$ cat src/rtl/eye_pkg.sv
package eye_pkg;

  typedef struct packed {
    logic tick;
    logic l_inward;
    logic r_inward;
  } eye_dec_t;

endpackage

$ cat src/rtl/eye_lane_cmp.sv
module eye_lane_cmp #(
  parameter int LANES = 4
) (
  input  logic             samp_valid,
  input  logic [LANES-1:0] samp_l,
  input  logic [LANES-1:0] samp_c,
  input  logic [LANES-1:0] samp_r,
  output logic             l_any,
  output logic             r_any
);

  logic [LANES-1:0] l_diff;
  logic [LANES-1:0] r_diff;

  for (genvar g = 0; g < LANES; g++) begin : g_lane
    assign l_diff[g] = samp_l[g] ^ samp_c[g];
    assign r_diff[g] = samp_r[g] ^ samp_c[g];
  end

  assign l_any = samp_valid & (|l_diff);
  assign r_any = samp_valid & (|r_diff);

  always_comb begin
    if (!samp_valid) begin
      a_r5_invalid_quiet : assert (!l_any && !r_any);
    end
  end

endmodule

$ cat src/rtl/eye_tick_filter.sv
module eye_tick_filter
  import eye_pkg::*;
#(
  parameter int TICK_PERIOD = 4
) (
  input  logic     clk,
  input  logic     rst_n,
  input  logic     l_any,
  input  logic     r_any,
  output eye_dec_t dec
);

  localparam int CNT_W = (TICK_PERIOD > 1) ? $clog2(TICK_PERIOD) : 1;
  localparam logic [CNT_W-1:0] LAST = CNT_W'(TICK_PERIOD - 1);

  logic [CNT_W-1:0] cnt;
  logic             l_acc;
  logic             r_acc;
  logic             tick;

  assign tick = (cnt == LAST);

  always_ff @(posedge clk) begin
    if (!rst_n) begin
      cnt   <= '0;
      l_acc <= 1'b0;
      r_acc <= 1'b0;
    end else if (tick) begin
      cnt   <= '0;
      l_acc <= 1'b0;
      r_acc <= 1'b0;
    end else begin
      cnt   <= cnt + CNT_W'(1);
      l_acc <= l_acc | l_any;
      r_acc <= r_acc | r_any;
    end
  end

  assign dec.tick     = tick;
  assign dec.l_inward = l_acc | l_any;
  assign dec.r_inward = r_acc | r_any;

  // a tick is followed by TICK_PERIOD-1 quiet cycles
  a_r5_tick_spacing : assert property (@(posedge clk) disable iff (!rst_n)
    (tick && TICK_PERIOD > 1) |=> !tick);

  // a transition seen this cycle always reaches the decision
  a_r1_any_reaches : assert property (@(posedge clk) disable iff (!rst_n)
    (tick && l_any) |-> dec.l_inward);

endmodule

$ cat src/rtl/eye_thermo_step.sv
module eye_thermo_step #(
  parameter int   WORD_W   = 15,
  parameter logic RST_FULL = 1'b1
) (
  input  logic              clk,
  input  logic              rst_n,
  input  logic              step_en,
  input  logic              step_up,
  output logic [WORD_W-1:0] q,
  output logic [WORD_W-1:0] q_next
);

  localparam logic [WORD_W-1:0] ALL1 = {WORD_W{1'b1}};
  localparam logic [WORD_W-1:0] ALL0 = {WORD_W{1'b0}};

  always_comb begin
    q_next = q;
    if (step_en) begin
      if (step_up) q_next = {q[WORD_W-2:0], 1'b1};
      else         q_next = {1'b0, q[WORD_W-1:1]};
    end
  end

  always_ff @(posedge clk) begin
    if (!rst_n) q <= RST_FULL ? ALL1 : ALL0;
    else        q <= q_next;
  end

  // stays a thermometer code
  a_r10_thermo : assert property (@(posedge clk) disable iff (!rst_n)
    ((q & (q + WORD_W'(1))) == ALL0));

  // saturation at both ends
  a_r7_sat_full : assert property (@(posedge clk) disable iff (!rst_n)
    (step_en && step_up && q == ALL1) |=> (q == ALL1));
  a_r7_sat_empty : assert property (@(posedge clk) disable iff (!rst_n)
    (step_en && !step_up && q == ALL0) |=> (q == ALL0));

  // no movement outside a tick
  a_r5_hold : assert property (@(posedge clk) disable iff (!rst_n)
    !step_en |=> $stable(q));

  // an upward step adds exactly one set bit when not full
  a_r1_step_up : assert property (@(posedge clk) disable iff (!rst_n)
    (step_en && step_up && q != ALL1) |=> ($countones(q) == $countones($past(q)) + 1));

endmodule

$ cat src/rtl/eye_edge_ctrl.sv
module eye_edge_ctrl
  import eye_pkg::*;
#(
  parameter int LANES      = 4,
  parameter int WORD_W     = 15,
  parameter int DTL_PERIOD = 16,
  parameter int ETL_RATIO  = 4,
  localparam int TICK_PERIOD = DTL_PERIOD / ETL_RATIO,
  localparam int EW_W        = $clog2(2 * WORD_W + 1)
) (
  input  logic              clk,
  input  logic              rst_n,
  input  logic              samp_valid,
  input  logic [LANES-1:0]  samp_l,
  input  logic [LANES-1:0]  samp_c,
  input  logic [LANES-1:0]  samp_r,
  output logic [WORD_W-1:0] l_word,
  output logic [WORD_W-1:0] r_word,
  output logic [WORD_W-1:0] c_word,
  output logic [EW_W-1:0]   eye_width
);

  logic              l_any;
  logic              r_any;
  eye_dec_t          dec;
  logic [WORD_W-1:0] l_next;
  logic [WORD_W-1:0] r_next;
  logic [EW_W-1:0]   width_next;

  eye_lane_cmp #(.LANES(LANES)) u_cmp (
    .samp_valid (samp_valid),
    .samp_l     (samp_l),
    .samp_c     (samp_c),
    .samp_r     (samp_r),
    .l_any      (l_any),
    .r_any      (r_any)
  );

  eye_tick_filter #(.TICK_PERIOD(TICK_PERIOD)) u_filt (
    .clk   (clk),
    .rst_n (rst_n),
    .l_any (l_any),
    .r_any (r_any),
    .dec   (dec)
  );

  // Left: more ones = closer to the eye interior
  eye_thermo_step #(.WORD_W(WORD_W), .RST_FULL(1'b1)) u_left (
    .clk     (clk),
    .rst_n   (rst_n),
    .step_en (dec.tick),
    .step_up (dec.l_inward),
    .q       (l_word),
    .q_next  (l_next)
  );

  // Right: more ones = further out; inward means fewer ones
  eye_thermo_step #(.WORD_W(WORD_W), .RST_FULL(1'b0)) u_right (
    .clk     (clk),
    .rst_n   (rst_n),
    .step_en (dec.tick),
    .step_up (!dec.r_inward),
    .q       (r_word),
    .q_next  (r_next)
  );

  for (genvar g = 0; g < WORD_W; g++) begin : g_ctr
    if (g % 2 == 0) begin : g_even
      assign c_word[g] = l_word[g];
    end else begin : g_odd
      assign c_word[g] = r_word[g];
    end
  end

  always_comb begin
    width_next = '0;
    for (int i = 0; i < WORD_W; i++) begin
      width_next = width_next + EW_W'(!l_next[i]) + EW_W'(r_next[i]);
    end
  end

  always_ff @(posedge clk) begin
    if (!rst_n)        eye_width <= '0;
    else if (dec.tick) eye_width <= width_next;
  end

  // width tracks both words
  a_r9_width : assert property (@(posedge clk) disable iff (!rst_n)
    (int'(eye_width) == WORD_W - $countones(l_word) + $countones(r_word)));

  // a right-edge transition never widens the right word
  a_r3_right_in : assert property (@(posedge clk) disable iff (!rst_n)
    (dec.tick && dec.r_inward) |=> ($countones(r_word) <= $countones($past(r_word))));

endmodule

$ cat config.mk
export PLATFORM = sky130hd
export DESIGN_NAME = eye_edge_ctrl
export DESIGN_NICKNAME = d
export VERILOG_FILES = /design/src/rtl/eye_pkg.sv /design/src/rtl/eye_lane_cmp.sv /design/src/rtl/eye_tick_filter.sv /design/src/rtl/eye_thermo_step.sv /design/src/rtl/eye_edge_ctrl.sv
export SDC_FILE = /design/constraint.sdc
export NUM_CORES = 1
export LEC_CHECK = 0
export CAP_MARGIN = 20
export CELL_PAD_IN_SITES_DETAIL_PLACEMENT = 0
export CELL_PAD_IN_SITES_GLOBAL_PLACEMENT = 1
export CORE_MARGIN = 4
export CORE_UTILIZATION = 34
export DETAILED_ROUTE_END_ITERATION = 6
export DONT_BUFFER_PORTS = 1
export GPL_TIMING_DRIVEN = 0
export PLACE_DENSITY_LB_ADDON = 0.1
export SLEW_MARGIN = 30
export SYNTH_ARGS = -nofsm -noshare
export SYNTH_HDL_FRONTEND = slang
export SYNTH_SLANG_ARGS = --single-unit
export TNS_END_PERCENT = 5
$ cat constraint.sdc
create_clock -name clk -period 21.1 [get_ports clk]
set_input_delay 4.22 -clock clk [delete_from_list [all_inputs] [get_ports clk]]
set_output_delay 4.22 -clock clk [all_outputs]
set_load 0.05 [all_outputs]
After elaboration in Yosys (flattened, before gate mapping). Index checks and enable logic that the tools add are counted.

Add/sub/neg operators: 30. Eq/ne operators: 1. Mux-type cells: 4. Bitwise gates (word level): 13. Reduce and logical (&&, ||, !) cells: 18.

Operators by type and width (count): $add 5x1->5 (25); $mux 15 (4); $logic_not 1->1 (15); $reduce_or 4->1 (2); $xor 1x1->1 (8); $add 4x1->5 (1); $add 3x1->4 (1); $add 2x1->3 (1); $add 1x1->2 (1); $add 2x1->2 const B (1); $and 1x1->1 (2); $eq 2x2->1 const B (1); $or 1x1->1 (2); $reduce_or 2->1 (1); $not 1->1 (1).

Bits in registers: 39. Output and inout bits: 50. Logic and storage cells: 72.

Depth between registers and ports, before layout.
Depth in word-level cells: 36. Depth in mapped cells: 23. Depth with buffers taken out: 22.

Modules after synthesis. From an unflattened synthesis, not the netlist that was laid out.

Cell total of the unflattened synthesis: 309. Area, all modules: 2847.7 µm².

Modules (own cells, without submodules): eye_edge_ctrl (times used 1, cells each 118, area an instance 1089.8 µm²); eye_thermo_step at u_left (times used 1, cells each 83, area an instance 752.0 µm²); eye_thermo_step at u_right (times used 1, cells each 84, area an instance 743.2 µm²); eye_tick_filter (times used 1, cells each 14, area an instance 170.2 µm²); eye_lane_cmp (times used 1, cells each 10, area an instance 92.6 µm²).

Worst setup path after synthesis. Ideal clock, no wire load.

Path kind: input port to flip-flop. From: input samp_c[0]. To: register eye_width[4]. Setup time: 66 ps. Arrival time: 9711 ps. Required time: 21034 ps. Setup slack: 11323 ps. Stages on the path: 23. Cells stage by stage: xor2_1 > o41a_1 > buf_6 > buf_8 > o21ai_0 > o22ai_1 > fa_1 > inv_1 > fa_1 > fa_1 > inv_1 > fa_1 > inv_1 > fa_1 > inv_1 > fa_1 > ha_1 > fa_1 > a21o_1 > a21oi_1 > xnor2_1 > mux2i_1 > nor2b_1.

Cells in the longest elaborated chain, start to end: 36.

RTL lines: start, declared (line eye_edge_ctrl.sv:15) `input logic [LANES-1:0] samp_c,`; $xor 1x1->1 (line eye_lane_cmp.sv:16) `assign l_diff[g] = samp_l[g] ^ samp_c[g];`; $reduce_or 4->1 (line eye_lane_cmp.sv:20) `assign l_any = samp_valid & (|l_diff);`; $and 1x1->1 (line eye_lane_cmp.sv:20); $or 1x1->1 (line eye_tick_filter.sv:40) `assign dec.l_inward = l_acc | l_any;`; $mux 15 (line eye_thermo_step.sv:19) `if (step_up) q_next = {q[WORD_W-2:0], 1'b1};`; $mux 15 (line eye_thermo_step.sv:18) `if (step_en) begin`; $logic_not 1->1 (line eye_edge_ctrl.sv:78) `width_next = width_next + EW_W'(!l_next[i]) + EW_W'(r_next[i]);`; $add 1x1->2 (line eye_edge_ctrl.sv:78); $add 2x1->3 (line eye_edge_ctrl.sv:78); $add 3x1->4 (line eye_edge_ctrl.sv:78); $add 4x1->5 (line eye_edge_ctrl.sv:78); $add 5x1->5 (24 in a row) (line eye_edge_ctrl.sv:78); $add 5x1->5 * (line eye_edge_ctrl.sv:78); end signal, assigned (line eye_edge_ctrl.sv:84) `else if (dec.tick) eye_width <= width_next;`; end, declared (line eye_edge_ctrl.sv:20) `output logic [EW_W-1:0] eye_width`.

Mark *: on every way between the ends. The rest lies on a longest branch, timed or not. A chain may end at the register's enable or synchronous reset.

Worst setup path after layout. Same ends and word-level chain as after synthesis.

==> summary.txt <==
Status - complete, no violations
Post-synth top cells - dfxtp_1 (39), nor2_1 (33), nand2b_1 (26)
Root Buffer - clkbuf_8
Fmax - 102 MHz
I/O Buffers - 0
Count leader, synth - dfxtp_1
Synthesized instance count - 307
Pleak - 1.27 nW
Synth area leaders - dfxtp_1 (28%), fa_1 (16%), mux2i_1 (6.1%), nand2b_1 (5.8%), nor2_1 (4.4%)
Top FF cell, synth - dfxtp_1
Multi-input logic area - 1730 sq um
Worst slew pin tran - 0.670 ns
RSZ-0062 raised after global routing - false
CTS Hold Bufs - 0
TritonRoute pass-1 iters - 4
M3 GR Usage - 4.03%
Sequential share of the synthesized area - 27.8%
Post_cts resized - 0
Distinct cells, synth - 31
Req. time, crit path - 21.33 ns
Global-route wire length before repair - 11.4 mm
Reg clk slew, reported paths - 0.08 ns
Row count - 32
CTS Sinks - 39
Avg Vias per Cell - 4.97
Die area - 9780 sq um
Die height - 98.9 microns
Worst-Skew Late Latency - 0.29 ns
Storage cell area - 781 sq um
Min Clock Period, post-route - 9.83 ns
Post-synthesis xor/xnor area fraction - 3.43%
Starting Density - 35.6%
DRT iter0 DRCs - 67
Compound-gate portion of the synthesized area - 14.6%
Share of cells above drive strength 1 - 10.5%
Met2 usage - 22.1%
Critical path class - input pin to register
Yosys warnings - 0
Final period utilization - 46.6%
Mean Syn Cell Area - 9.15 sq um
Post-synth EDFFs - 0
Area fraction in and, or, nand and nor cells after synthesis - 17.8%
Mux share of post-synthesis cell area - 6.06%
Worst min path class - register to register
Grt ovf - 0
Skew final - 0.00320 ns
Initial antenna violation count - 0
Count of final setup violators - 0
Synth top area share - 27.8%
Fillcell total - 808
Routed Antenna Nets - 0
M1 GR Usage - 21.2%
Setup crit end kind - register
Post-CTS Setup Inserts - 0
Vias - 2071
Synth Register Bits - 39
Final nets - 360
Critical Path AT - 10.07 ns
Syn nets - 353
Clock buffer depth - 2
Largest family of logic cells by synthesized area - adder cells
Area of the mapped netlist - 2810 sq um
CTS tree - yes
Synth-to-layout area growth - 8.73%
H-tree levels - 2
Drt total wl - 6.84 mm
GRT Overall Usage - 14.8%
Die width - 98.9 microns
Slew margin rel. - 55.3%
Biggest area consumer among synthesized cells - dfxtp_1
MaxCap Viol Count - 0
Post-route core utilization - 38.7%
Async S/R FF share, synth - 0%
Largest net degree at the start of global routing - 13
Adder-cell area share of the yosys netlist - 19.7%
IO Count - 65
TritonCTS Buffers - 5
N_diodes - 0
Final hold violation count - 0
Detailed Place HPWL - 5.30 mm
Critical Path Fanout Max - 10
Startpoint class of the critical path - input pin
Vias in the first global route - 2091
WL/cell - 16.4 microns
GRT busiest layer - met2
Drt drc - 0
Pins Over Slew Limit - 0
Maximum VDD drop - 0.0376 mV
Core area - 7890 sq um
Pwr dens - 85.7 nW/um^2
Final setup TNS - 0 ns
GP Congestion - 0.760
## cells by family (layout without fill, tap and decap cells)
logic type	after synthesis	in the layout
compound gates	59	59
xor+xnor	11	11
buf+inv	57	65
simple gates	93	93
mux	17	17
fa+ha+maj	31	31
flops	39	39
## metal layers
| metal | up-vias | part of all wire, % |
|---|---|---|
| met5 | - | 0 |
| met4 | 0 | 0.99 |
| met3 | 7 | 7.1 |
| met2 | 67 | 45 |
| met1 | 985 | 47 |
| li1 | 1012 | - |
## placed cells by master, fill, tap and decap left out, types with 2 or more instances in the layout
master | Yosys | layout
dfxtp_1 | 39 | 39
nand3b_1 | 7 | 7
nor3b_1 | 9 | 9
mux2i_1 | 17 | 17
nand2_1 | 8 | 8
nor2_1 | 33 | 33
a21o_1 | 7 | 7
xor2_1 | 4 | 4
o22ai_2 | 4 | 4
clkbuf_8 | 0 | 6
o22ai_1 | 3 | 3
buf_6 | 2 | 2
o21ai_0 | 19 | 19
clkbuf_1 | 12 | 12
xnor2_1 | 7 | 7
inv_1 | 25 | 25
o21a_1 | 6 | 6
nand2b_1 | 26 | 26
a31oi_1 | 9 | 9
buf_4 | 15 | 15
nor2b_1 | 9 | 9
a21oi_1 | 7 | 7
fa_1 | 22 | 22
ha_1 | 9 | 9
## final timing paths
kind | to | cells after the start | from | slack [ns]
worst max-delay path | eye_width[4] | 22 | samp_c[0] | 11.27
worst min-delay path | u_filt.cnt[0] | 1 | u_filt.cnt[0] | 0.43
worst max register to register | eye_width[4] | 21 | u_filt.cnt[0] | 14.53
worst min register to register | u_filt.cnt[0] | 1 | u_filt.cnt[0] | 0.43
## through the flow
stage	setup WS, ns	hold slack (ns)	instance area (sq um)	total power [W]	instances
after floorplan	11.32	0.399	2810	0.000177	307
after global routing	10.88	0.451	3050	0.000288	417
after detailed placement	10.88	0.417	2940	0.000199	409
after global placement	10.92	0.413	2940	0.000200	409
final	11.27	0.426	3050	0.000262	417
after CTS	11.20	0.429	3050	0.000269	417
## area by class of cell
class                      instances  share of cell area [%]
multi-input combinational        211                    56.6
clock buffer                       6                    2.70
inverter                          25                    3.07
buffer                            32                    6.68
clock inverter                     2                    1.15
tap                              102                    4.18
sequential                        39                    25.6
## where the power goes
| group | switching [W] | leakage (nW) | total (W) | internal [W] |
|---|---|---|---|---|
| registers | 0.0000164 | 0.317 | 0.0000944 | 0.0000779 |
| logic | 0.0000581 | 0.892 | 0.000101 | 0.0000426 |
| clock network | 0.0000281 | 0.0612 | 0.0000664 | 0.0000383 |
| total | 0.000103 | 1.27 | 0.000262 | 0.000159 |
## worst max-delay path, cell delays in order
cell and delay [ns]:
xnor2_1 0.16, nand4_1 0.13, a21oi_2 0.47, buf_6 0.25
mux2i_1 0.27, a21o_1 0.17, fa_1 0.45, fa_1 0.51
inv_1 0.05, fa_1 0.46, fa_1 0.54, inv_1 0.05
fa_1 0.53, inv_1 0.05, fa_1 0.43, ha_1 0.22
fa_1 0.40, a21o_1 0.19, a21oi_1 0.17, xnor2_1 0.13
mux2i_1 0.08, nor2b_1 0.12
## state kept, by name, summed over array words and instances, names as in the netlist
signal and count:
eye_width 5, u_filt.l_acc 1, u_filt.cnt 2, u_right.q 15, u_filt.r_acc 1, u_left.q 15
No activity file was read; power rests on OpenSTA's default activity.
